==> config.mk <==
export PLATFORM = sky130hd
export DESIGN_NAME = uart_rx_status_fifo
export DESIGN_NICKNAME = d
export VERILOG_FILES = /design/src/rtl/rxq_pkg.sv /design/src/rtl/rxq_entry_fmt.sv /design/src/rtl/rxq_storage.sv /design/src/rtl/rxq_lsr.sv /design/src/rtl/uart_rx_status_fifo.sv
export SDC_FILE = /design/constraint.sdc
export NUM_CORES = 1
export LEC_CHECK = 0
export BUFFER_PORTS_ARGS = -buffer_cell sky130_fd_sc_hd__buf_2
export CAP_MARGIN = 5
export CORE_UTILIZATION = 56
export DETAILED_ROUTE_END_ITERATION = 12
export MAX_ROUTING_LAYER = met4
export PLACE_DENSITY_LB_ADDON = 0.25
export RECOVER_POWER = 50
export SLEW_MARGIN = 20
export SYNTH_ARGS = -nofsm -noshare
export SYNTH_HDL_FRONTEND = slang
export SYNTH_SLANG_ARGS = --single-unit
==> constraint.sdc <==
create_clock -name clk -period 2.4 [get_ports clk]
set_input_delay 0.36 -clock clk [delete_from_list [all_inputs] [get_ports clk]]
set_output_delay 0.36 -clock clk [all_outputs]
set_load 0.02 [all_outputs]
==> src/rtl/rxq_pkg.sv <==
package rxq_pkg;
  localparam int ST_DR  = 0;
  localparam int ST_OE  = 1;
  localparam int ST_PE  = 2;
  localparam int ST_FE  = 3;
  localparam int ST_BI  = 4;
  localparam int ST_RXE = 7;

  localparam logic [7:0] ERR_BITS = 8'h9E;

  typedef struct packed {
    logic [7:0] st;
    logic [7:0] ch;
  } rxq_entry_t;
endpackage

==> src/rtl/rxq_entry_fmt.sv <==
module rxq_entry_fmt
  import rxq_pkg::*;
(
  input  logic       char_vld,
  input  logic [7:0] char_data,
  input  logic       par_err,
  input  logic       frm_err,
  input  logic       brk_vld,
  input  logic [1:0] wlen_sel,
  output logic       arrive,
  output rxq_entry_t entry
);
  logic [7:0] keep_mask;

  always_comb begin
    keep_mask = 8'hFF >> (2'd3 - wlen_sel);
    arrive    = char_vld | brk_vld;
    entry     = '0;
    if (brk_vld) begin
      entry.ch         = 8'h00;
      entry.st[ST_BI]  = 1'b1;
      entry.st[ST_RXE] = 1'b1;
      entry.st[ST_DR]  = 1'b1;
    end else begin
      entry.ch         = char_data & keep_mask;
      entry.st[ST_PE]  = par_err;
      entry.st[ST_FE]  = frm_err;
      entry.st[ST_RXE] = par_err | frm_err;
    end
  end
endmodule

==> src/rtl/rxq_storage.sv <==
module rxq_storage
  import rxq_pkg::*;
#(
  parameter int DEPTH = 16,
  parameter int CW    = $clog2(DEPTH + 1)
) (
  input  logic          clk,
  input  logic          rst_n,
  input  logic          push_req,
  input  logic          pop_req,
  input  rxq_entry_t    wr_entry,
  output logic          push_acc,
  output logic          pop_acc,
  output logic          was_full,
  output logic          was_empty,
  output logic          was_one,
  output logic [7:0]    head_ch,
  output logic [7:0]    next_st,
  output logic [CW-1:0] occ
);
  localparam int PW = (DEPTH > 1) ? $clog2(DEPTH) : 1;

  logic [PW-1:0] wr_ptr_q, wr_ptr_d;
  logic [PW-1:0] rd_ptr_q, rd_ptr_d;
  logic [CW-1:0] occ_q, occ_d;
  rxq_entry_t    mem_q [DEPTH];

  function automatic logic [PW-1:0] bump(input logic [PW-1:0] p);
    return (p == PW'(DEPTH - 1)) ? '0 : p + 1'b1;
  endfunction

  assign was_full  = (occ_q == CW'(DEPTH));
  assign was_empty = (occ_q == '0);
  assign was_one   = (occ_q == CW'(1));
  assign push_acc  = push_req & ~was_full;
  assign pop_acc   = pop_req & ~was_empty;
  assign occ       = occ_q;
  assign head_ch   = mem_q[rd_ptr_q].ch;
  assign next_st   = mem_q[bump(rd_ptr_q)].st;

  always_comb begin
    wr_ptr_d = push_acc ? bump(wr_ptr_q) : wr_ptr_q;
    rd_ptr_d = pop_acc ? bump(rd_ptr_q) : rd_ptr_q;
    unique case ({push_acc, pop_acc})
      2'b10:   occ_d = occ_q + 1'b1;
      2'b01:   occ_d = occ_q - 1'b1;
      default: occ_d = occ_q;
    endcase
  end

  always_ff @(posedge clk or negedge rst_n) begin
    if (!rst_n) begin
      wr_ptr_q <= '0;
      rd_ptr_q <= '0;
      occ_q    <= '0;
    end else begin
      if (push_acc) wr_ptr_q <= wr_ptr_d;
      if (pop_acc) rd_ptr_q <= rd_ptr_d;
      if (push_acc ^ pop_acc) occ_q <= occ_d;
    end
  end

  always_ff @(posedge clk or negedge rst_n) begin
    if (!rst_n) begin
      for (int i = 0; i < DEPTH; i++) mem_q[i] <= '0;
    end else if (push_acc) begin
      mem_q[wr_ptr_q] <= wr_entry;
    end
  end
endmodule

==> src/rtl/rxq_lsr.sv <==
module rxq_lsr
  import rxq_pkg::*;
(
  input  logic       clk,
  input  logic       rst_n,
  input  logic       arrive,
  input  logic       drop,
  input  logic       push_acc,
  input  logic       pop_acc,
  input  logic       was_empty,
  input  logic       was_one,
  input  logic [7:0] new_st,
  input  logic [7:0] next_st,
  input  logic       lsr_rd,
  output logic [7:0] lsr,
  output logic       tmo_clr
);
  logic [7:0] merge;
  logic [7:0] err_q, err_d;
  logic       dr_q, dr_d;
  logic       tmo_q;

  always_comb begin
    merge = '0;
    if (push_acc && was_empty)
      merge = new_st;
    else if (pop_acc && !was_one)
      merge = next_st;
    else if (pop_acc && push_acc)
      merge = new_st;

    err_d = (lsr_rd ? 8'h00 : err_q) | (merge & ERR_BITS);
    if (drop) begin
      err_d[ST_OE]  = 1'b1;
      err_d[ST_RXE] = 1'b1;
    end

    dr_d = dr_q;
    if (arrive)
      dr_d = 1'b1;
    else if (pop_acc && was_one)
      dr_d = 1'b0;
  end

  always_ff @(posedge clk or negedge rst_n) begin
    if (!rst_n) begin
      err_q <= '0;
      dr_q  <= 1'b0;
      tmo_q <= 1'b0;
    end else begin
      err_q <= err_d;
      dr_q  <= dr_d;
      tmo_q <= arrive;
    end
  end

  assign lsr     = err_q | {7'b0, dr_q};
  assign tmo_clr = tmo_q;
endmodule

==> src/rtl/uart_rx_status_fifo.sv <==
module uart_rx_status_fifo
  import rxq_pkg::*;
#(
  parameter int DEPTH = 16
) (
  input  logic       clk,
  input  logic       rst_n,
  input  logic       char_vld,
  input  logic [7:0] char_data,
  input  logic       char_par_err,
  input  logic       char_frm_err,
  input  logic       brk_vld,
  input  logic [1:0] wlen_sel,
  input  logic       rbr_rd,
  input  logic       lsr_rd,
  output logic [7:0] rd_data,
  output logic [7:0] lsr_out,
  output logic       tmo_clr
);
  localparam int CW = $clog2(DEPTH + 1);

  logic          arrive;
  rxq_entry_t    new_entry;
  logic          push_acc, pop_acc;
  logic          was_full, was_empty, was_one;
  logic [7:0]    head_ch, next_st;
  logic [CW-1:0] occ;
  logic [7:0]    rd_q;

  rxq_entry_fmt u_fmt (
    .char_vld  (char_vld),
    .char_data (char_data),
    .par_err   (char_par_err),
    .frm_err   (char_frm_err),
    .brk_vld   (brk_vld),
    .wlen_sel  (wlen_sel),
    .arrive    (arrive),
    .entry     (new_entry)
  );

  rxq_storage #(.DEPTH(DEPTH), .CW(CW)) u_store (
    .clk       (clk),
    .rst_n     (rst_n),
    .push_req  (arrive),
    .pop_req   (rbr_rd),
    .wr_entry  (new_entry),
    .push_acc  (push_acc),
    .pop_acc   (pop_acc),
    .was_full  (was_full),
    .was_empty (was_empty),
    .was_one   (was_one),
    .head_ch   (head_ch),
    .next_st   (next_st),
    .occ       (occ)
  );

  rxq_lsr u_lsr (
    .clk       (clk),
    .rst_n     (rst_n),
    .arrive    (arrive),
    .drop      (arrive & was_full),
    .push_acc  (push_acc),
    .pop_acc   (pop_acc),
    .was_empty (was_empty),
    .was_one   (was_one),
    .new_st    (new_entry.st),
    .next_st   (next_st),
    .lsr_rd    (lsr_rd),
    .lsr       (lsr_out),
    .tmo_clr   (tmo_clr)
  );

  always_ff @(posedge clk or negedge rst_n) begin
    if (!rst_n)
      rd_q <= '0;
    else if (pop_acc)
      rd_q <= head_ch;
  end

  assign rd_data = rd_q;
endmodule

# --- After elaboration in Yosys (flattened, before gate mapping) ---
# Cells that the tools add are included.
classes:
  bitwise_logic: 14
  shift: 1
  magnitude_cmp: 4
  n_mux: 24
  eq_ne: 6
  n_div: 0
  n_addsub: 5
  reduce_logical: 10
  mul: 0
op_table:
  columns: ["cell", "n"]
  rows:
  - ["$bwmux W256", 1]
  - ["$bmux W16 S4", 2]
  - ["$demux W16 S4", 1]
  - ["$mux W8", 7]
  - ["$mux W16", 3]
  - ["$ge A5 B5 Y1 const B", 3]
  - ["$not A4 Y5", 3]
  - ["$pmux W5 S2", 1]
  - ["$add A4 B1 Y4 const B", 2]
  - ["$and A8 B8 Y8", 1]
  - ["$eq A4 B4 Y1 const B", 2]
  - ["$mux W4", 2]
  - ["$or A8 B1 Y8", 1]
  - ["$or A8 B8 Y8", 1]
  - ["$shr A8 B2 Y8 const A", 1]
  - ["$mux W1", 6]
  - ["$add A5 B1 Y5 const B", 1]
  - ["$eq A5 B1 Y1 const B", 1]
  - ["$eq A5 B5 Y1 const B", 1]
  - ["$logic_and A1 B1 Y1", 5]
  - ["$logic_not A5 Y1", 1]
  - ["$lt A5 B1 Y1 const B", 1]
  - ["$sub A5 B1 Y5 const B", 1]
  - ["$reduce_bool A2 Y1", 2]
  - ["10 further kinds", 14]
totals:
  rom_bits: 0
  output_inout_bits: 17
  ramBits: 0
  inputBits: 18
  register_bits: 287
  mem_count: 0
  latchBits: 0

# --- Depth between registers and ports, before layout ---
# Gate-level depths: netlist of the first run.
depth:
  depth_word: 10
  depth_mapped: 11

# --- Modules after synthesis ---
# From an unflattened synthesis of the first run, not the netlist that was laid out.
unflattened:
  cells_unflattened: 1020
  hier_area_um2: 13840.8
modules_own_cells:
  columns: ["module", "area_each_um2", "cells_per_inst", "n_inst"]
  rows:
  - ["rxq_storage", 13021.2, 954, 1]
  - ["rxq_lsr", 341.6, 28, 1]
  - ["uart_rx_status_fifo", 337.8, 18, 1]
  - ["rxq_entry_fmt", 140.1, 20, 1]

# --- Worst setup path after synthesis of the first run ---
# No wires, ideal clock.
synth_path:
  path_type: "flip-flop to flip-flop"
  start: "reg u_store.occ_q[0] (netlist: u_store.occ[0])"
  end: "reg u_lsr.err_q[7]"
  path_stages_with_launch: 11
  setup_time_ps: 126
  synth_period_minus_slack_ps: 2319
  setup_slack_ps: 81
  arrival_time_ps: 2193
  required_ps: 2274
  cell_sequence: "dfrtp_1 > inv_1 > ha_1 > nand4bb_1 > and2_1 > buf_2 > buf_4 > ha_1 > o21ai_0 > o221ai_1 > a221o_1"
synth_via:
  elab_chain_cells: 9
synth_lines:
  columns: ["element", "line", "rtl"]
  rows:
  - ["start: declaration", "rxq_storage.sv:25", "logic [CW-1:0] occ_q, occ_d;"]
  - ["start signal: assignment", "rxq_storage.sv:55", "occ_q <= '0;"]
  - ["start signal: assignment", "rxq_storage.sv:59", "if (push_acc ^ pop_acc) occ_q <= occ_d;"]
  - ["$eq A5 B5 Y1 (*)", "rxq_storage.sv:32", "assign was_full = (occ_q == CW'(DEPTH));"]
  - ["$not A1 Y1 (*)", "rxq_storage.sv:35", "assign push_acc = push_req & ~was_full;"]
  - ["$and A1 B1 Y1 (*)", "rxq_storage.sv:35", null]
  - ["via push_acc", "uart_rx_status_fifo.sv:24", "logic push_acc, pop_acc;"]
  - ["$logic_and A1 B1 Y1", "rxq_lsr.sv:29", "else if (pop_acc && push_acc)"]
  - ["$mux W8", "rxq_lsr.sv:29", null]
  - ["$mux W8", "rxq_lsr.sv:27", "else if (pop_acc && !was_one)"]
  - ["$mux W8 (*)", "rxq_lsr.sv:25", "if (push_acc && was_empty)"]
  - ["$or A8 B8 Y8 (*)", "rxq_lsr.sv:32", "err_d = (lsr_rd ? 8'h00 : err_q) | (merge & ERR_BITS);"]
  - ["$mux W1 (*)", "rxq_lsr.sv:33", "if (drop) begin"]
  - ["via u_lsr.err_d[7]", "rxq_lsr.sv:19", "logic [7:0] err_q, err_d;"]
  - ["end signal: assignment", "rxq_lsr.sv:51", "err_q <= err_d;"]
  - ["end: declaration", "rxq_lsr.sv:19", null]
# The timed path passes the listed nets; every way through them passes the cells marked *.
# A chain may end at the register's enable or synchronous reset.

# --- Final worst setup path of the first run ---
layout_path:
  start: "reg u_store.occ_q[1] (netlist: u_store.occ[1])"
  end: "reg u_lsr.err_q[7]"
layout_via:
  elab_chain_cells: 9
layout_lines:
  columns: ["element", "line"]
  rows:
  - ["$eq A5 B5 Y1 or $logic_not A5 Y1 (tied branches)", "rxq_storage.sv:32, rxq_storage.sv:33"]
  - ["$not A1 Y1, on equally long branches", "rxq_storage.sv:35, rxq_storage.sv:36"]
  - ["$and A1 B1 Y1, on equally long branches", "rxq_storage.sv:35, rxq_storage.sv:36"]
  - ["$logic_and A1 B1 Y1", "rxq_lsr.sv:29"]
  - ["$mux W8", "rxq_lsr.sv:29"]
  - ["$mux W8", "rxq_lsr.sv:27"]
  - ["$mux W8", "rxq_lsr.sv:25"]
  - ["$or A8 B8 Y8", "rxq_lsr.sv:32"]
  - ["$mux W1 (*)", "rxq_lsr.sv:33"]
  - ["via u_lsr.err_d[7]", "rxq_lsr.sv:19"]
# Marks and branches as above.

==> flow_summary.json, run 1 <==
{
  "status": "finished, violations left",
  "failed_checks": "capacitance limit, slew limit",
  "max_slew_margin_pct": -12.07,
  "yosys.area.top_type": "dfrtp_1",
  "ant_nets": 0,
  "antenna_found_initial": 0,
  "setup_ws_ns": 0.1916,
  "cp_cell_sequence": "inv_1, ha_1, nand4bb_1, and2_4, ha_1, o21ai_0, buf_4, o221ai_1, a221o_1",
  "cts_tree": "done",
  "hold_viol_final": 0,
  "synth.most_common_cell": "nand2_1",
  "holdPathStages": 3,
  "dp_hpwl_um": 15160,
  "clk_pin_slew_ns": 0.06,
  "yosys_warnings": 0,
  "fillers": 1345,
  "synthTopCellsByCount": "nand2_1 (243), dfrtp_1 (220), o21ai_0 (206), clkbuf_1 (36)",
  "core_area_um2": 17240,
  "cp.arrival_ns": 2.59,
  "grt_pass1_wl_um": 39630,
  "min_period_ns": 2.208,
  "rr_worst_depth": 9,
  "critPathLaunchType": "register",
  "syn_to_final_growth_pct": 12.82,
  "drc_errors": 0,
  "ys_types": 48,
  "ys_async_sr_fraction_pct": 100.0,
  "seqCellArea_um2": 5507,
  "clk_path_buf_depth": 3,
  "p_per_area_nw_per_um2": 1369,
  "cp-end-kind": "register",
  "synth_area_leaders": "dfrtp_1 (56%), o21ai_0 (10%), nand2_1 (9.2%)",
  "overflow": 0,
  "skew_ns": 0.02306,
  "tightest_slew_ns": 1.681,
  "final_area_um2": 11130,
  "layout.nets": 981,
  "hold_end": "u_lsr.dr_q",
  "dieArea_um2": 18160,
  "clk_root_buffer_cell": "clkbuf_16",
  "grt_usage_pct": 29.88,
  "required_ns": 2.79,
  "grt_max_degree": 72,
  "synth-xor-area-share_pct": 0.7988,
  "clk_latency_ns": 0.53,
  "ff2ff_setup_slack_ns": 0.19,
  "slowest_delay_ns": 0.42,
  "fmax_mhz": 452.8,
  "portBuffers": 32,
  "place_area_um2": 10350,
  "reg2reg_to": "u_lsr.err_q[7]",
  "cp_max_fo": 5,
  "synthCells": 922,
  "synth_top_family_by_area": "compound AO/OA/AOI/OAI gates",
  "antennaDiodeCount": 0,
  "io_pins": 35,
  "cts_sinks": 220,
  "grt_pass1_vias": 7107,
  "crit_slowest_cell": "dfrtp_1",
  "numCtsBuffers": 23,
  "synthAdderAreaFrac_pct": 1.395,
  "pre_cts_slack_ns": 0.1302,
  "multiInputGateArea_um2": 3983,
  "wl_per_cell_um": 20.45,
  "synthMuxAreaShare_pct": 11.66,
  "htree_num_levels": 1,
  "cp-startpoint": "u_store.occ[1]",
  "ir_drop_v": 0.0007719,
  "regToRegStartpoint": "u_store.occ[1]",
  "synthSimpleGateAreaFrac_pct": 12.43,
  "routabilityCongestion": 0.8143,
  "min-delay-start": "char_vld",
  "rsz0062_at_grt": "no",
  "start_util_pct": 57.25,
  "vias_per_cell": 5.940,
  "vias": 7086,
  "synth_top_area_share_pct": 55.79,
  "crit_top_cell": "ha_1",
  "finalSetupViolations": 0,
  "yosysSeqAreaShare_pct": 55.79,
  "die_w_um": 134.7,
  "p_leak_nw": 5.169,
  "finalCritPeriodShare_pct": 92.02,
  "maxCapViolCount": 1,
  "synth-compound-area-share_pct": 13.86,
  "totalWireLength_um": 24390,
  "synth_area_um2": 9868,
  "fp.dieH_um": 134.7,
  "ys_ff_latch": 220,
  "synth_edf_count": 0,
  "synth_ff_type": "dfrtp_1",
  "row_count": 48,
  "drive_above_1_share_pct": 14.77,
  "worstSetupPathType": "reg2reg",
  "slew_viol_final": 70,
  "min_path_type": "in2reg",
  "drtPass1Iterations": 5,
  "first_iter_violations": 513,
  "synth.avg_cell_area_um2": 10.70,
  "tns_ns": 0
}
-- registers in the layout, indices dropped and copies added (netlist names) --
register / count
rd_data: 8
u_lsr.dr_q: 1
u_lsr.err_q: 5
u_lsr.tmo_clr: 1
u_store.mem_q: 192
u_store.occ: 5
u_store.rd_ptr_q: 4
u_store.wr_ptr_q: 4
-- how the worst max path moves through the flow --
stage / slack (ns) / to
final: 0.19 / u_lsr.err_q[7]
after global routing: 0.04 / u_lsr.err_q[7]
after CTS: 0.16 / u_lsr.err_q[7]
after detailed placement: 0.13 / u_store.mem_q[100]
after global placement: 0.23 / u_store.mem_q[101]
after floorplan: 0.08 / u_lsr.err_q[7]
-- through the flow --
step | hold WS [ns] | utilization [%] | total power [mW] | instances
5_1_grt | 0.07593 | 64.59 | 16.24 | 1193
4_1_cts | 0.06095 | 64.61 | 15.28 | 1193
6_report | 0.06798 | 64.59 | 15.25 | 1193
3_5_place_dp | 0.3540 | 60.05 | 11.61 | 1151
3_3_place_gp | 0.3557 | 60.05 | 11.39 | 1151
2_1_floorplan | 0.06441 | - | 9.884 | 923
-- layout make-up --
type                            instances  share of cell area [%]
Sequential cell                       220                   49.46
Multi-Input combinational cell        620                   35.77
Clock buffer                           34                   6.080
Timing Repair Buffer                   75                   4.855
Tap cell                              225                   2.529
Clock inverter                          7                  0.8991
Inverter                               12                  0.4046
-- layout by cell type (no fill, tap or decap), types with 12 or more instances in the layout --
cell,instances
nand3_1,15
nor2_1,12
mux4_2,22
buf_4,37
o21ai_0,206
dfrtp_1,219
o221ai_1,12
clkbuf_16,23
nand2_1,243
buf_2,26
mux4_1,18
-- routing by layer --
metal,GRT usage (%),part of all wire (%)
met1,39.95,43
met4,7.990,2.4
met3,4.204,5.3
met5,-,0
met2,48.42,49
-- power breakdown --
group	internal (mW)	total, mW	switching, mW
registers	5.25	6.19	0.936
logic	2.38	5.42	3.04
clock network	2.18	3.64	1.46
-- cells by family (layout without fill, tap and decap cells) --
| kind of cell | after synthesis | in the layout |
|---|---|---|
| other cells | 1 | 2 |
| buf+inv | 83 | 128 |
| simple gates | 293 | 293 |
| flops | 220 | 220 |
| mux | 57 | 57 |
| xor+xnor | 9 | 9 |
| compound gates | 248 | 248 |
| fa+ha+maj | 11 | 11 |
-- repair_timing --
action | 4_1_cts | 5_1_grt
endpoints found under the setup margin | 0 | 10
endpoints found under the hold margin | 68 | 0
hold buffers | 1 | 0
setup buffers | 0 | 0
gates resized for setup | 0 | 4
-- worst max-delay path, delay by kind of cell, from the launching register on --
family | cells | cell delay [ns]
AND/OR/NAND/NOR | 2 | 0.40
adder cells (fa/ha/maj) | 2 | 0.40
buffers and inverters | 2 | 0.27
AO/OA/AOI/OAI | 3 | 0.59
flip-flops | 1 | 0.42
(Power assumes the default switching activity.)
==> inputs of run 2 (changes only) <==
- BUFFER_PORTS_ARGS: -buffer_cell sky130_fd_sc_hd__buf_2 -> -buffer_cell sky130_fd_sc_hd__buf_4
==> flow_summary.json, run 2 (synthesized netlist as in run 1, its figures left out) <==
{
  "status": "finished, violations left",
  "failed_checks": "capacitance limit, slew limit",
  "grt_usage_pct": 28.81,
  "worstSetupPathType": "reg2reg",
  "grt_pass1_wl_um": 38500,
  "cp_cell_sequence": "inv_1, ha_1, nand4bb_1, and2_1, nand4b_2, o21ai_0",
  "htree_num_levels": 1,
  "finalCritPeriodShare_pct": 95.94,
  "required_ns": 2.80,
  "dp_hpwl_um": 14320,
  "fmax_mhz": 434.3,
  "p_leak_nw": 5.200,
  "ant_nets": 0,
  "min_path_type": "in2reg",
  "hold_viol_final": 0,
  "drtPass1Iterations": 7,
  "finalPower_mw": 15.28,
  "cp.arrival_ns": 2.71,
  "cts_resized": 0,
  "final_area_um2": 11200,
  "maxCapViolCount": 1,
  "numCtsBuffers": 24,
  "slew_viol_final": 65,
  "vias_per_cell": 5.852,
  "critPathBufInv": 1,
  "clk_latency_ns": 0.52,
  "antennaDiodeCount": 0,
  "slowest_delay_ns": 0.60,
  "cts_tree": "done",
  "ff2ff_setup_slack_ns": 0.1,
  "routabilityCongestion": 0.8233,
  "crit_slowest_cell": "nand4b_2",
  "dieArea_um2": 18160,
  "io_pins": 35,
  "max_slew_margin_pct": -10.79,
  "totalWireLength_um": 23630,
  "critPathLaunchType": "register",
  "fp.dieH_um": 134.7,
  "row_count": 48,
  "core_area_um2": 17240,
  "cp_max_fo": 24,
  "grt_pass1_vias": 6927,
  "pre_cts_slack_ns": 0.09430,
  "place_area_um2": 10380,
  "overflow": 0,
  "drive_above_1_share_pct": 15.58,
  "finalSetupViolations": 0,
  "first_iter_violations": 504,
  "clk_pin_slew_ns": 0.06,
  "min_period_ns": 2.303,
  "vias": 6987,
  "portBuffers": 32,
  "clk_root_buffer_cell": "clkbuf_16",
  "tightest_slew_ns": 1.662,
  "crit_family": "simple AND/OR/NAND/NOR gates",
  "top_register": "u_store.mem_q",
  "antenna_found_initial": 0,
  "final_common_cell": "nand2_1",
  "cp-end-kind": "register",
  "fillers": 1348,
  "drc_errors": 0,
  "largest_reg_flops": 192,
  "grt_max_degree": 65,
  "p_per_area_nw_per_um2": 1365,
  "wl_per_cell_um": 19.79,
  "ir_drop_v": 0.0007641,
  "layout_common_cells": "nand2_1 (243), dfrtp_1 (219), o21ai_0 (206)",
  "start_util_pct": 57.25,
  "skew_ns": 0.01661,
  "syn_to_final_growth_pct": 13.47,
  "cts_sinks": 220,
  "clk_path_buf_depth": 3,
  "setup_ws_ns": 0.09742,
  "layout.nets": 980,
  "die_w_um": 134.7,
  "rsz0062_at_grt": "yes"
}
==> run 2: changes by cell type in the layout (fill, tap and decap cells not counted), moves of 2 or more <==
cell      before  now
clkinv_2       4    6
buf_12         5    1
buf_4         37   66
clkbuf_1      11    2
buf_2         26    0
buf_6          0    2
clkbuf_4       0    2
==> run 2: cell type report <==
type / instances / area, um2 / area share, %
Clock buffer: 33 / 704.4 / 6.291
Multi-Input combinational cell: 620 / 3969 / 35.45
Clock inverter: 11 / 122.6 / 1.095
Inverter: 12 / 45.04 / 0.4023
Sequential cell: 220 / 5507 / 49.18
Timing Repair Buffer: 73 / 568.0 / 5.073
Tap cell: 225 / 281.5 / 2.514
==> run 2: report_power, final <==
| group | switching [mW] | internal [mW] |
|---|---|---|
| Combinational | 2.96 | 2.36 |
| Sequential | 0.924 | 5.25 |
| Clock | 1.51 | 2.27 |
==> run 2: path summary, 6_finish.rpt <==
kind | depth (start not counted) | to | startpoint
min in group asynchronous | 2 | u_lsr.tmo_clr | rst_n
worst max-delay path | 6 | u_store.mem_q[234] | u_store.occ[1]
worst max register to register | 6 | u_store.mem_q[234] | u_store.occ[1]
worst min-delay path | 3 | u_lsr.dr_q | char_vld
max in group asynchronous | 3 | u_store.mem_q[192] | rst_n
worst min register to register | 2 | rd_data[2] | rd_data[2]
==> run 2: per-layer routing <==
layer / part of all wire, % / track usage, % / up-vias / wire length, um
met5: 0 / - / - / 0
met4: 1.7 / 6.429 / 0 / 403
met3: 5.1 / 4.129 / 33 / 1212
met2: 49 / 45.70 / 177 / 11530
met1: 44 / 39.94 / 3482 / 10480
li1: - / - / 3295 / -
==> run 2: repair_timing <==
action,CTS,global route
endpoints found under the hold margin,60,0
hold buffers,1,0
setup buffers,0,0
setup endpoints to repair,0,20
==> run 2: worst register-to-register path: cells and delay by family (launching register included) <==
| family | cells | cell delay (ns) |
|---|---|---|
| flops | 1 | 0.40 |
| fa+ha+maj | 1 | 0.23 |
| buf+inv | 1 | 0.10 |
| simple gates | 3 | 1.05 |
| compound gates | 1 | 0.41 |
==> run 2: stage by stage <==
stage | hold slack [ns] | cells | setup TNS [ns] | utilization [%]
floorplan | 0.06441 | 923 | 0 | -
global placement | 0.3380 | 1148 | 0 | 60.22
detailed placement | 0.3397 | 1148 | 0 | 60.22
CTS | 0.06079 | 1193 | 0 | 65.08
global route | 0.07155 | 1194 | -1.023 | 64.96
finish | 0.06887 | 1194 | 0 | 64.96
